### src/rtl/fcd_pkg.sv
// Shared types for the flash erase command decoder.
// Assumes: mode encoding is visible at the top-level port and must stay stable.
package fcd_pkg;
    typedef enum logic [1:0] {
        MODE_READ   = 2'd0,
        MODE_CMD    = 2'd1,
        MODE_CHIP   = 2'd2,
        MODE_SECTOR = 2'd3
    } fcd_mode_e;

    typedef enum logic [1:0] {
        ST_IDLE   = 2'd0,
        ST_CHIP   = 2'd1,
        ST_SECTOR = 2'd2
    } fcd_state_e;
endpackage

### src/rtl/fcd_seq_matcher.sv
// Step counter for the six-write erase handshake.
// Compares each write against the expected pair for the current step and
// flags a completed device or sector request on the sixth write.
// Assumes: hold is high whenever an erase runs; the counter is forced to zero then.
module fcd_seq_matcher #(
    parameter int          CMD_AW   = 11,
    parameter logic [10:0] UNL_A1   = 11'h555,
    parameter logic [7:0]  UNL_D1   = 8'hAA,
    parameter logic [10:0] UNL_A2   = 11'h2AA,
    parameter logic [7:0]  UNL_D2   = 8'h55,
    parameter logic [7:0]  SETUP_D  = 8'h80,
    parameter logic [7:0]  CHIP_D   = 8'h10,
    parameter logic [7:0]  SECTOR_D = 8'h30
) (
    input  logic              clk,
    input  logic              rst_n,
    input  logic              wr_en,
    input  logic [CMD_AW-1:0] addr_lo,
    input  logic [7:0]        data,
    input  logic              hold,
    output logic              hit_chip,
    output logic              hit_sector,
    output logic              in_progress
);
    localparam int STEPS  = 6;
    localparam int LAST   = STEPS - 1;
    localparam int STEP_W = $clog2(STEPS);

    logic [STEP_W-1:0] step_q;
    logic [CMD_AW-1:0] exp_addr;
    logic [7:0]        exp_data;
    logic              step_ok;

    // Expected address/data pair for the current step.
    always_comb begin
        unique case (step_q)
            3'd0, 3'd3: begin exp_addr = UNL_A1; exp_data = UNL_D1;  end
            3'd1, 3'd4: begin exp_addr = UNL_A2; exp_data = UNL_D2;  end
            3'd2:       begin exp_addr = UNL_A1; exp_data = SETUP_D; end
            default:    begin exp_addr = UNL_A1; exp_data = CHIP_D;  end
        endcase
    end

    // Match of an early step, and decode of the final command write.
    always_comb begin
        step_ok    = (addr_lo == exp_addr) && (data == exp_data);
        hit_chip   = wr_en && !hold && (step_q == STEP_W'(LAST)) &&
                     (addr_lo == UNL_A1) && (data == CHIP_D);
        hit_sector = wr_en && !hold && (step_q == STEP_W'(LAST)) &&
                     (data == SECTOR_D);
    end

    // Advance on a matching write, clear on a mismatch, completion or hold.
    always_ff @(posedge clk) begin
        if (!rst_n || hold) begin
            step_q <= '0;
        end else if (wr_en) begin
            if (step_q != STEP_W'(LAST) && step_ok) begin
                step_q <= step_q + 1'b1;
            end else begin
                step_q <= '0;
            end
        end
    end

    assign in_progress = (step_q != '0);

    p_step_range_r5: assert property (@(posedge clk) disable iff (!rst_n)
        step_q <= STEP_W'(LAST));
    p_hold_clears_r6: assert property (@(posedge clk) disable iff (!rst_n)
        hold |=> (step_q == '0));
    p_idle_keeps_r10: assert property (@(posedge clk) disable iff (!rst_n)
        (!wr_en && !hold) |=> $stable(step_q));
endmodule

### src/rtl/fcd_sector_latch.sv
// Holds the sector number of a sector erase until the erase completes.
// Assumes: load and clear never coincide (load only happens while idle).
module fcd_sector_latch #(
    parameter int SW = 3
) (
    input  logic          clk,
    input  logic          rst_n,
    input  logic          load,
    input  logic          clear,
    input  logic [SW-1:0] sector_in,
    output logic [SW-1:0] sector_q
);
    // Capture on load, release on clear.
    always_ff @(posedge clk) begin
        if (!rst_n || clear) begin
            sector_q <= '0;
        end else if (load) begin
            sector_q <= sector_in;
        end
    end

    p_clear_r8: assert property (@(posedge clk) disable iff (!rst_n)
        clear |=> (sector_q == '0));
    p_load_r3: assert property (@(posedge clk) disable iff (!rst_n)
        (load && !clear) |=> (sector_q == $past(sector_in)));
endmodule

### src/rtl/fcd_mode_ctrl.sv
// Operation state machine: turns decoded requests into start pulses,
// keeps busy until the engine reports done, filters writes while busy
// and passes only the suspend code during a sector erase.
// Assumes: erase_done is only meaningful while busy; it is ignored when idle.
module fcd_mode_ctrl #(
    parameter logic [7:0] SUSP_D = 8'hB0
) (
    input  logic             clk,
    input  logic             rst_n,
    input  logic             wr_en,
    input  logic [7:0]       data,
    input  logic             hit_chip,
    input  logic             hit_sector,
    input  logic             in_progress,
    input  logic             erase_done,
    output fcd_pkg::fcd_mode_e mode,
    output logic             busy,
    output logic             chip_start,
    output logic             sector_start,
    output logic             suspend_req,
    output logic             finish
);
    import fcd_pkg::*;

    fcd_state_e state_q;

    // Operation state: idle until a request, busy until done.
    always_ff @(posedge clk) begin
        if (!rst_n) begin
            state_q <= ST_IDLE;
        end else begin
            unique case (state_q)
                ST_IDLE: begin
                    if (hit_chip)        state_q <= ST_CHIP;
                    else if (hit_sector) state_q <= ST_SECTOR;
                end
                default: begin
                    if (erase_done)      state_q <= ST_IDLE;
                end
            endcase
        end
    end

    // One-cycle start and suspend pulses.
    always_ff @(posedge clk) begin
        if (!rst_n) begin
            chip_start   <= 1'b0;
            sector_start <= 1'b0;
            suspend_req  <= 1'b0;
        end else begin
            chip_start   <= (state_q == ST_IDLE) && hit_chip;
            sector_start <= (state_q == ST_IDLE) && hit_sector && !hit_chip;
            suspend_req  <= (state_q == ST_SECTOR) && wr_en &&
                            (data == SUSP_D) && !erase_done;
        end
    end

    // Mode and busy seen by the host.
    always_comb begin
        busy   = (state_q != ST_IDLE);
        finish = busy && erase_done;
        unique case (state_q)
            ST_CHIP:   mode = MODE_CHIP;
            ST_SECTOR: mode = MODE_SECTOR;
            default:   mode = in_progress ? MODE_CMD : MODE_READ;
        endcase
    end

    p_start_excl_r2: assert property (@(posedge clk) disable iff (!rst_n)
        !(chip_start && sector_start));
    p_busy_hold_r9: assert property (@(posedge clk) disable iff (!rst_n)
        (busy && !erase_done) |=> busy);
    p_done_read_r8: assert property (@(posedge clk) disable iff (!rst_n)
        (busy && erase_done) |=> (mode == MODE_READ));
    p_suspend_cause_r7: assert property (@(posedge clk) disable iff (!rst_n)
        suspend_req |-> ($past(wr_en) && $past(data) == SUSP_D));
    p_start_pulse_r2: assert property (@(posedge clk) disable iff (!rst_n)
        chip_start |=> !chip_start);
endmodule

### src/rtl/flash_cmd_decoder.sv
// Top of the flash erase command decoder.
// Splits the write address into the compared low bits and the sector bits,
// and wires the step matcher, the operation state machine and the sector latch.
// Assumes: writes are single-cycle strobes already synchronised to clk.
module flash_cmd_decoder #(
    parameter int          AW       = 16,
    parameter int          SECTORS  = 8,
    parameter int          CMD_AW   = 11,
    parameter logic [10:0] UNL_A1   = 11'h555,
    parameter logic [7:0]  UNL_D1   = 8'hAA,
    parameter logic [10:0] UNL_A2   = 11'h2AA,
    parameter logic [7:0]  UNL_D2   = 8'h55,
    parameter logic [7:0]  SETUP_D  = 8'h80,
    parameter logic [7:0]  CHIP_D   = 8'h10,
    parameter logic [7:0]  SECTOR_D = 8'h30,
    parameter logic [7:0]  SUSP_D   = 8'hB0,
    localparam int         SW       = (SECTORS > 1) ? $clog2(SECTORS) : 1
) (
    input  logic          clk,
    input  logic          rst_n,
    input  logic          wr_en,
    input  logic [AW-1:0] wr_addr,
    input  logic [7:0]    wr_data,
    input  logic          erase_done,
    output logic [1:0]    mode,
    output logic          busy,
    output logic          chip_erase_start,
    output logic          sector_erase_start,
    output logic [SW-1:0] erase_sector,
    output logic          suspend_req
);
    import fcd_pkg::*;

    logic               hit_chip;
    logic               hit_sector;
    logic               in_progress;
    logic               finish;
    fcd_mode_e          mode_e;

    fcd_seq_matcher #(
        .CMD_AW(CMD_AW), .UNL_A1(UNL_A1), .UNL_D1(UNL_D1),
        .UNL_A2(UNL_A2), .UNL_D2(UNL_D2), .SETUP_D(SETUP_D),
        .CHIP_D(CHIP_D), .SECTOR_D(SECTOR_D)
    ) u_match (
        .clk(clk), .rst_n(rst_n), .wr_en(wr_en),
        .addr_lo(wr_addr[CMD_AW-1:0]), .data(wr_data), .hold(busy),
        .hit_chip(hit_chip), .hit_sector(hit_sector), .in_progress(in_progress)
    );

    fcd_mode_ctrl #(.SUSP_D(SUSP_D)) u_ctrl (
        .clk(clk), .rst_n(rst_n), .wr_en(wr_en), .data(wr_data),
        .hit_chip(hit_chip), .hit_sector(hit_sector),
        .in_progress(in_progress), .erase_done(erase_done),
        .mode(mode_e), .busy(busy), .chip_start(chip_erase_start),
        .sector_start(sector_erase_start), .suspend_req(suspend_req),
        .finish(finish)
    );

    fcd_sector_latch #(.SW(SW)) u_sector (
        .clk(clk), .rst_n(rst_n),
        .load(hit_sector && !busy && !hit_chip), .clear(finish),
        .sector_in(wr_addr[AW-1 -: SW]), .sector_q(erase_sector)
    );

    assign mode = mode_e;

    p_busy_mode_r6: assert property (@(posedge clk) disable iff (!rst_n)
        busy |-> (mode == 2'd2 || mode == 2'd3));
    p_chip_ignores_r6: assert property (@(posedge clk) disable iff (!rst_n)
        (mode == 2'd2 && !erase_done) |=> (mode == 2'd2 && !suspend_req));
endmodule

### config.mk
export PLATFORM = sky130hd
export DESIGN_NAME = flash_cmd_decoder
export DESIGN_NICKNAME = d
export VERILOG_FILES = /design/src/rtl/fcd_pkg.sv /design/src/rtl/fcd_seq_matcher.sv /design/src/rtl/fcd_sector_latch.sv /design/src/rtl/fcd_mode_ctrl.sv /design/src/rtl/flash_cmd_decoder.sv
export SDC_FILE = /design/constraint.sdc
export NUM_CORES = 1
export LEC_CHECK = 0
export BUFFER_PORTS_ARGS = -buffer_cell sky130_fd_sc_hd__buf_2
export CAP_MARGIN = 20
export CELL_PAD_IN_SITES_DETAIL_PLACEMENT = 0
export CELL_PAD_IN_SITES_GLOBAL_PLACEMENT = 1
export CORE_MARGIN = 10
export CORE_UTILIZATION = 35
export CTS_BUF_LIST = sky130_fd_sc_hd__clkbuf_4
export DETAILED_ROUTE_END_ITERATION = 10
export PLACE_DENSITY = 0.86
export SLEW_MARGIN = 40
export SYNTH_ARGS = -nofsm -noshare
export SYNTH_HDL_FRONTEND = slang
export SYNTH_SLANG_ARGS = --single-unit
### constraint.sdc
create_clock -name clk -period 3.68 [get_ports clk]
set_input_delay 0.92 -clock clk [delete_from_list [all_inputs] [get_ports clk]]
set_output_delay 0.92 -clock clk [all_outputs]
set_load 0.03 [all_outputs]
==> results of run 1 <==
sequential cells by signal (all words and copies together), names as in the netlist:
register             count
u_ctrl.sector_start      1
u_sector.sector_q        3
u_ctrl.suspend_req       1
u_ctrl.state_q           2
u_match.step_q           3
u_ctrl.chip_start        1
power groups by stage:
stage	Combinational, uW	Clock (uW)	Sequential (uW)
final	26.5	77.9	119
after detailed placement	26.3	0	122
after global placement	25.8	0	122
after floorplan	7.88	0	122
after CTS	26.5	82.2	119
after global routing	30.0	89.4	119
cells in the mapped netlist:
master and instances:
nor4b_1 1, o21ai_0 4, mux2i_1 5, dfxtp_1 11, and4b_1 2, buf_6 1, o21ba_2 1, ha_1 7
inv_2 1, nor4_1 1, or3_1 1, nor3_1 3, nand2_1 7, nand2b_1 1, nand3b_1 1, a31oi_1 2
nor3b_1 3, nand4b_1 1, and2b_2 1, nand4_1 3, a21oi_1 3, nor2_1 8, o31ai_1 1, or4_1 2
o41ai_1 1, nor4bb_1 1, nand3_1 1, o2111ai_1 3, inv_1 11, mux2_2 1
area by class of cell:
| cell class | instances | share of cell area (%) |
|---|---|---|
| inverters | 12 | 4.687 |
| well taps | 27 | 3.516 |
| flip-flops and latches | 11 | 22.92 |
| repair buffers | 34 | 17.71 |
| multi-input cells | 65 | 48.31 |
| clock inverters | 1 | 0.5208 |
| clock buffers | 3 | 2.344 |
final timing paths:
check / endpoint / startpoint
setup / recovery: mode[0] / u_match.step_q[0]$_SDFFE_PP0P_
setup reg to reg: u_sector.sector_q[1]$_SDFFE_PP0P_ / u_match.step_q[1]$_SDFFE_PP0P_
hold / removal: u_sector.sector_q[2]$_SDFFE_PP0P_ / u_sector.sector_q[2]$_SDFFE_PP0P_
hold reg to reg: u_sector.sector_q[2]$_SDFFE_PP0P_ / u_sector.sector_q[2]$_SDFFE_PP0P_
metal layers:
layer / global-route usage (%) / vias up / part of all wire [%]
met1: 10.37 / 337 / 44
li1: - / 398 / -
met4: 1.571 / 0 / 0
met2: 15.10 / 17 / 48
met5: 0 / - / 0
met3: 4.407 / 0 / 7.2
through the flow:
| stage | cell area, um^2 | std cells | utilization, % | setup WS (ns) |
|---|---|---|---|---|
| floorplan | 740.7 | 89 | - | 1.323 |
| finish | 960.9 | 153 | 48.48 | 1.221 |
| CTS | 960.9 | 153 | 48.48 | 1.196 |
| detailed placement | 933.4 | 149 | 47.10 | 1.265 |
| global placement | 933.4 | 149 | 47.10 | 1.309 |
| global route | 960.9 | 153 | 48.48 | 1.102 |
worst register-to-register path, delay by kind of cell, from the launching register on:
kind	cells	cell delay [ns]
buf+inv	2	0.15
fa+ha+maj	1	0.18
flops	1	0.34
simple gates	3	0.99
mux	1	0.21
kinds of logic after synthesis:
family | after synthesis | synth area share (%)
AO/OA/AOI/OAI | 15 | 13.51
AND/OR/NAND/NOR | 37 | 29.06
multiplexers | 6 | 8.277
adder cells (fa/ha/maj) | 7 | 11.82
buffers and inverters | 13 | 7.601
flip-flops | 11 | 29.73
==> qor.txt, run 1 <==
Status -> finished, final reports clean
Crit end category -> output pin
RSZ-0062 raised after global routing -> no
CP top delay family -> flip-flops
Internal power of the cells -> 172.9 uW
Pwr Total -> 223.4 uW
Final Skew -> 0.004862 ns
Hold Path Depth -> 2
Post-cts resize count -> 0
Initial antenna violation count -> 0
Worst slew pin tran -> 0.3166 ns
Critical Path Max Stage Delay -> 0.39 ns
Vias/cell -> 4.915
Levels on crit path -> 5
Die outline height -> 66.01 um
Fmax -> 0.4066 GHz
Gr usage total -> 9.075%
Mapped Cells -> 89
Minimum clock period -> 2.459 ns
Worst-path maximum fanout -> 5
Sequential area share after synthesis -> 29.73%
Hold Violations, Final -> 0
Power per cell area -> 232.4 mW/mm^2
Row count -> 16
Remaining antenna violation count -> 0
Fin. max-slew vios -> 0
Worst EP required -> 2.76 ns
Syn Std Cell Area -> 740.7 um^2
Routed via count -> 752
CTS Hold Bufs -> 0
Root Buffer -> clkbuf_4
Vias in the first global route -> 754
Final hold slack -> 0.4944 ns
Post-Route WL -> 1938 um
Setup CP Type -> reg2out
Combinational share of power -> 11.9%
Clock Pin Slew Worst Setup and Hold Paths -> 0.06 ns
Drt drc -> 0
Fin crit share -> 66.83%
Final setup fails -> 0
Io pins -> 37
Clock network fraction of design power -> 34.9%
Most common cell after layout, fill and taps aside -> buf_2
Total CTS buffers -> 3
Fillers -> 195
Clock tree buffer depth -> 2
Min-Delay Path Class -> reg2reg
ANT cells -> 0
Post-CTS Setup Bufs -> 0
Core area -> 0.001982 mm^2
Clock sink count -> 11
1st-iter DRT viols -> 10
Router iterations before antenna repair -> 4
Distinct cell type count of the synthesized netlist -> 30
CTS tree -> built
Overflow after GRT -> 0
Placer congestion estimate -> 0.8117
Crit-path cells -> inv_1, ha_1, and2b_2, mux2i_1, buf_2
Largest net degree at the start of global routing -> 8
Switch Pwr -> 50.50 uW
Register area -> 220.2 um^2
Area Growth Syn to Fin -> 29.73%
Switching Share -> 22.61%
Most frequent cells in the layout -> buf_2 (34), inv_1 (11), dfxtp_1 (11)
Yosys top cell area share -> 29.73%
Multi-input logic area -> 464.2 um^2
First-pass GRT wire length -> 3243 um
Sequential share of power -> 53.2%
FF+latch count, synth -> 11
Count of buffer and inverter cells on the critical path -> 2
PortBufs -> 34
Die Wd -> 66.01 um
WL per Instance -> 12.67 um
R2R Setup Slk -> 1.70 ns
H-tree depth -> 1
Nets@finish -> 162
Yosys top cell by area -> dfxtp_1
Reg2Reg Depth -> 7
CP Launch Type -> register
Slew HR -> 78.59%
Share of cells above drive strength 1 -> 33.33%
Initial Utilization -> 37.37%
Post-Syn Nets -> 124
Worst VDD drop -> 0.0001334 V
Leak Pwr -> 0.0004539 uW
Detailed Place HPWL -> 1720 um
Avg Synthesized Cell Area -> 8.323 um^2
Die area -> 0.004357 mm^2
Slowest CP cell -> dfxtp_1
Max_cap viols -> 0
Final setup TNS -> 0 ns
Yosys warnings -> 0
Worst skew pair latency -> 0.26 ns
Synth area leaders -> dfxtp_1 (30%), ha_1 (12%), mux2i_1 (6.8%)
Crit path DAT -> 1.54 ns
(Power assumes the default switching activity.)
==> inputs of run 2 (changes only) <==
CORE_UTILIZATION = 29   (was 35)
PLACE_DENSITY = 0.76   (was 0.86)
clock period = 2.2 ns   (was 3.68 ns; I/O delays follow)
==> run 2 against run 1 <==
- count of clock-buffer cells in the layout is 1 higher
- cell count is 2.0% higher
- power is 76% higher
- sequential share of layout area is 0.11 points lower
- cell area is 1.0% higher
==> qor.txt, run 2 (synthesis gave the netlist of run 1 again) <==
Worst slew pin tran -> 0.3115 ns
Final setup TNS -> 0 ns
Vias/cell -> 4.910
Register area -> 221.5 um^2
R2r startpoint -> u_match.step_q[1]$_SDFFE_PP0P_
WL per Instance -> 13.19 um
Max_cap viols -> 0
Worst-path maximum fanout -> 5
Nets@finish -> 162
Share of cells above drive strength 1 -> 34.13%
End of the critical path -> mode[0]
Minimum clock period -> 2.076 ns
Start point of the worst hold path -> u_match.step_q[0]$_SDFFE_PP0P_
RSZ-0062 raised after global routing -> no
Top flop regs -> u_match.step_q x3, u_sector.sector_q x3, u_ctrl.state_q x2
Worst EP required -> 1.65 ns
H-tree depth -> 1
Initial antenna violation count -> 0
Placed cells -> 152
Remaining antenna violation count -> 0
Reg2Reg Depth -> 7
Leak Pwr -> 0.0004544 uW
Power per cell area -> 404.2 mW/mm^2
Clock Pin Slew Worst Setup and Hold Paths -> 0.06 ns
Most frequent cells in the layout -> buf_2 (33), inv_1 (11), dfxtp_1 (10)
Worst skew pair latency -> 0.27 ns
Total CTS buffers -> 3
Overflow after GRT -> 0
CP Launch Type -> register
Routed via count -> 766
Final Skew -> 0.004675 ns
Non-filler cells, final -> 156
Area Growth Syn to Fin -> 31.08%
Worst R2R End -> u_sector.sector_q[2]$_SDFFE_PP0P_
Fmax -> 0.4817 GHz
Io pins -> 37
Die outline height -> 70.54 um
Crit end category -> output pin
Slew HR -> 79.07%
Largest net degree at the start of global routing -> 7
First-pass GRT wire length -> 3381 um
Die area -> 0.004976 mm^2
Worst VDD drop -> 0.0004591 V
Placer congestion estimate -> 0.8224
Most common cell after layout, fill and taps aside -> buf_2
Clock tree buffer depth -> 2
Hold Violations, Final -> 0
Multi-input logic area -> 464.2 um^2
Setup CP Type -> reg2out
Crit path DAT -> 1.53 ns
Drt drc -> 0
Clock sink count -> 11
Root Buffer -> clkbuf_4
R2R Setup Slk -> 0.23 ns
PortBufs -> 34
Vias in the first global route -> 780
Router iterations before antenna repair -> 4
Min-Delay Path Class -> reg2reg
Row count -> 18
Post-CTS Setup Bufs -> 0
Die Wd -> 70.54 um
Fin crit share -> 94.36%
Post-Route WL -> 2058 um
Critical Path Start -> u_match.step_q[1]$_SDFFE_PP0P_
Fin. max-slew vios -> 0
Core area -> 0.002455 mm^2
Final setup fails -> 0
ANT cells -> 0
1st-iter DRT viols -> 17
Status -> finished, final reports clean
Initial Utilization -> 30.17%
CTS tree -> built
Fillers -> 271
Gr usage total -> 8.045%
Detailed Place HPWL -> 1816 um
==> run 2: layout make-up <==
class                      count  area share, %
clock buffer                   4          3.093
inverter                      12          4.639
multi-input combinational     65          47.81
sequential                    11          22.81
tap                           30          3.866
timing repair buffer          34          17.78
==> run 2: how the worst min path moves through the flow <==
stage / endpoint / slack, ns / cells past startpoint
after floorplan: u_ctrl.state_q[0]$_SDFFE_PN0P_ / 0.47 / 2
after global placement: u_sector.sector_q[2]$_SDFFE_PP0P_ / 0.48 / 2
after CTS: u_ctrl.chip_start$_SDFF_PN0_ / 0.49 / 2
after global routing: u_ctrl.chip_start$_SDFF_PN0_ / 0.50 / 2
after detailed placement: u_sector.sector_q[1]$_SDFFE_PP0P_ / 0.50 / 2
final: u_match.step_q[0]$_SDFFE_PP0P_ / 0.50 / 1
==> run 2: routing by layer <==
metal | track usage [%] | share of wire, % | up-vias
met3 | 4.045 | 5.4 | 0
met5 | 0 | 0 | -
met2 | 15.37 | 55 | 14
met1 | 7.862 | 40 | 350
met4 | 0.6452 | 0 | 0
li1 | - | - | 402
==> run 2: repair_timing <==
action / in CTS / in global routing
hold buffers: 0 / 0
gates resized for setup: 0 / 2
endpoints found under the setup margin: 0 / 1
==> run 2: stage by stage <==
stage          total power [uW]  area [um^2]  hold slack [ns]  setup slack [ns]  utilization, %
2_1_floorplan             216.8        740.7           0.4723            0.2129               -
3_3_place_gp              247.0        937.1           0.4780            0.1988           38.18
3_5_place_dp              248.0        937.1           0.4955            0.1832           38.18
4_1_cts                   400.7        967.2           0.4946           0.03458           39.40
5_1_grt                   415.2        970.9           0.5033           0.01373           39.55
6_report                  392.5        970.9           0.4960            0.1242           39.55
==> run 2: worst max-delay path, cell delays in order, from the launching register on <==
cell and delay, ns:
dfxtp_1 0.37, inv_1 0.08, ha_1 0.23, and2b_2 0.23, mux2i_1 0.14, clkbuf_4 0.21
==> run 2: where the power goes <==
part           leakage, uW  internal (uW)  switching (uW)  total, uW
registers        0.0000891            199       0.0000341        199
logic             0.000347           23.1            21.5       44.6
clock network    0.0000184           82.5            66.4        149
==> inputs of run 3 (changes only) <==
PLACE_DENSITY = not set   (was 0.76)
PLACE_DENSITY_LB_ADDON = 0.1   (was not set)
==> run 3 against run 2 <==
- utilization increased by 0.25 points
- via count down 1.0%
- largest cell class unchanged
- worst hold slack lost 0.013 ns
- clock power down 11%
- clock skew up 0.0015 ns
- routed wire length up 0.68%
- power decreased by 3.9%
- first-iteration DRC count increased by 82%
==> qor.txt, run 3 (synthesis gave the netlist of run 1 again) <==
Status -> finished, final reports clean
Area Growth Syn to Fin -> 31.93%
Clock sink count -> 11
Largest net degree at the start of global routing -> 8
Worst VDD drop -> 0.0004274 V
Setup CP Type -> reg2out
Worst slew pin tran -> 0.3093 ns
Gr usage total -> 8.355%
Routed via count -> 758
Power per cell area -> 385.8 mW/mm^2
Drt drc -> 0
GR Util met1 -> 9.524%
Fin. max-slew vios -> 0
Final worst setup slack -> 0.1504 ns
Register area -> 222.7 um^2
Most frequent cells in the layout -> buf_2 (33), inv_1 (11), dfxtp_1 (9)
PortBufs -> 34
Fmax -> 0.4879 GHz
Slew HR -> 79.22%
Multi-input logic area -> 464.2 um^2
Crit end category -> output pin
Post-Route WL -> 2072 um
Core area -> 0.002455 mm^2
Global Route met3 Usage -> 4.184%
Total CTS buffers -> 3
Minimum clock period -> 2.050 ns
RSZ-0062 raised after global routing -> no
Nets@finish -> 163
GR peak layer -> met2
Worst skew pair latency -> 0.26 ns
Root Buffer -> clkbuf_4
Placer congestion estimate -> 0.7923
Vias/cell -> 4.828
Fin crit share -> 93.16%
ANT cells -> 0
Final Skew -> 0.006152 ns
Row count -> 18
Io pins -> 37
Remaining antenna violation count -> 0
Place WS -> 0.1878 ns
Crit path DAT -> 1.50 ns
Max_cap viols -> 0
Die Wd -> 70.54 um
WL per Instance -> 13.20 um
First-pass GRT wire length -> 3546 um
Initial antenna violation count -> 0
Hold Violations, Final -> 0
Worst EP required -> 1.65 ns
Die area -> 0.004976 mm^2
CTS tree -> built
CP Launch Type -> register
Leak Pwr -> 0.0004595 uW
Post-CTS Setup Bufs -> 0
Most common cell after layout, fill and taps aside -> buf_2
Vias in the first global route -> 802
End-of-flow core utilization -> 39.81%
Overflow after GRT -> 0
Detailed Place HPWL -> 1828 um
Clock Pin Slew Worst Setup and Hold Paths -> 0.07 ns
Top flop regs -> u_match.step_q x3, u_sector.sector_q x3, u_ctrl.state_q x2
Die outline height -> 70.54 um
Met2 Track Usage GR -> 14.17%
Pwr Total -> 377.0 uW
Router iterations before antenna repair -> 4
1st-iter DRT viols -> 31
Final setup TNS -> 0 ns
Fillers -> 265
Share of cells above drive strength 1 -> 35.43%
H-tree depth -> 1
Min-Delay Path Class -> reg2reg
Final setup fails -> 0
Worst-path maximum fanout -> 5
Clock tree buffer depth -> 2
Initial Utilization -> 30.17%
## run 3: worst max-delay path: stages (launching register included)
cell and delay [ns]:
dfxtp_2 0.37, inv_1 0.06, ha_1 0.24, and2b_2 0.23
mux2i_1 0.13, clkbuf_4 0.21
## run 3: layer usage
metal  wire length, um  share of wire, %
met1               926                45
met2               984                47
met3               154               7.4
met4                 7              0.34
met5                 0                 0
## run 3: worst paths after layout
path | start | end | slack, ns | cells past startpoint
setup / recovery | u_match.step_q[0]$_SDFFE_PP0P_ | mode[0] | 0.15 | 5
hold / removal | u_match.step_q[0]$_SDFFE_PP0P_ | u_match.step_q[0]$_SDFFE_PP0P_ | 0.48 | 1
setup reg to reg | u_match.step_q[1]$_SDFFE_PP0P_ | u_sector.sector_q[0]$_SDFFE_PP0P_ | 0.25 | 7
hold reg to reg | u_match.step_q[0]$_SDFFE_PP0P_ | u_match.step_q[0]$_SDFFE_PP0P_ | 0.48 | 1
## run 3: layout make-up
class | count | share of cell area [%]
clock inverter | 1 | 0.5122
sequential | 11 | 22.79
tap | 30 | 3.841
inverter | 12 | 4.609
timing repair buffer | 35 | 18.44
multi-input combinational | 65 | 47.50
clock buffer | 3 | 2.305
## run 3: power breakdown
group | internal [uW] | total, uW | switching (uW) | leakage (uW)
Sequential | 199 | 199 | 0.0000346 | 0.0000896
Combinational | 24.2 | 45.7 | 21.5 | 0.000352
Clock | 67.1 | 132 | 65.3 | 0.0000177
## run 3: per-stage QoR
| stage | hold WS [ns] | instance area [um^2] | std cells |
|---|---|---|---|
| 2_1_floorplan | 0.4723 | 740.7 | 89 |
| 3_3_place_gp | 0.4726 | 944.7 | 153 |
| 3_5_place_dp | 0.4837 | 944.7 | 153 |
| 4_1_cts | 0.5021 | 972.2 | 157 |
| 5_1_grt | 0.5102 | 977.2 | 157 |
| 6_report | 0.4831 | 977.2 | 157 |
## run 3: what timing repair did
item                       CTS  global route
hold buffers                 0             0
setup endpoints to repair    0             3
resized for setup            0             4
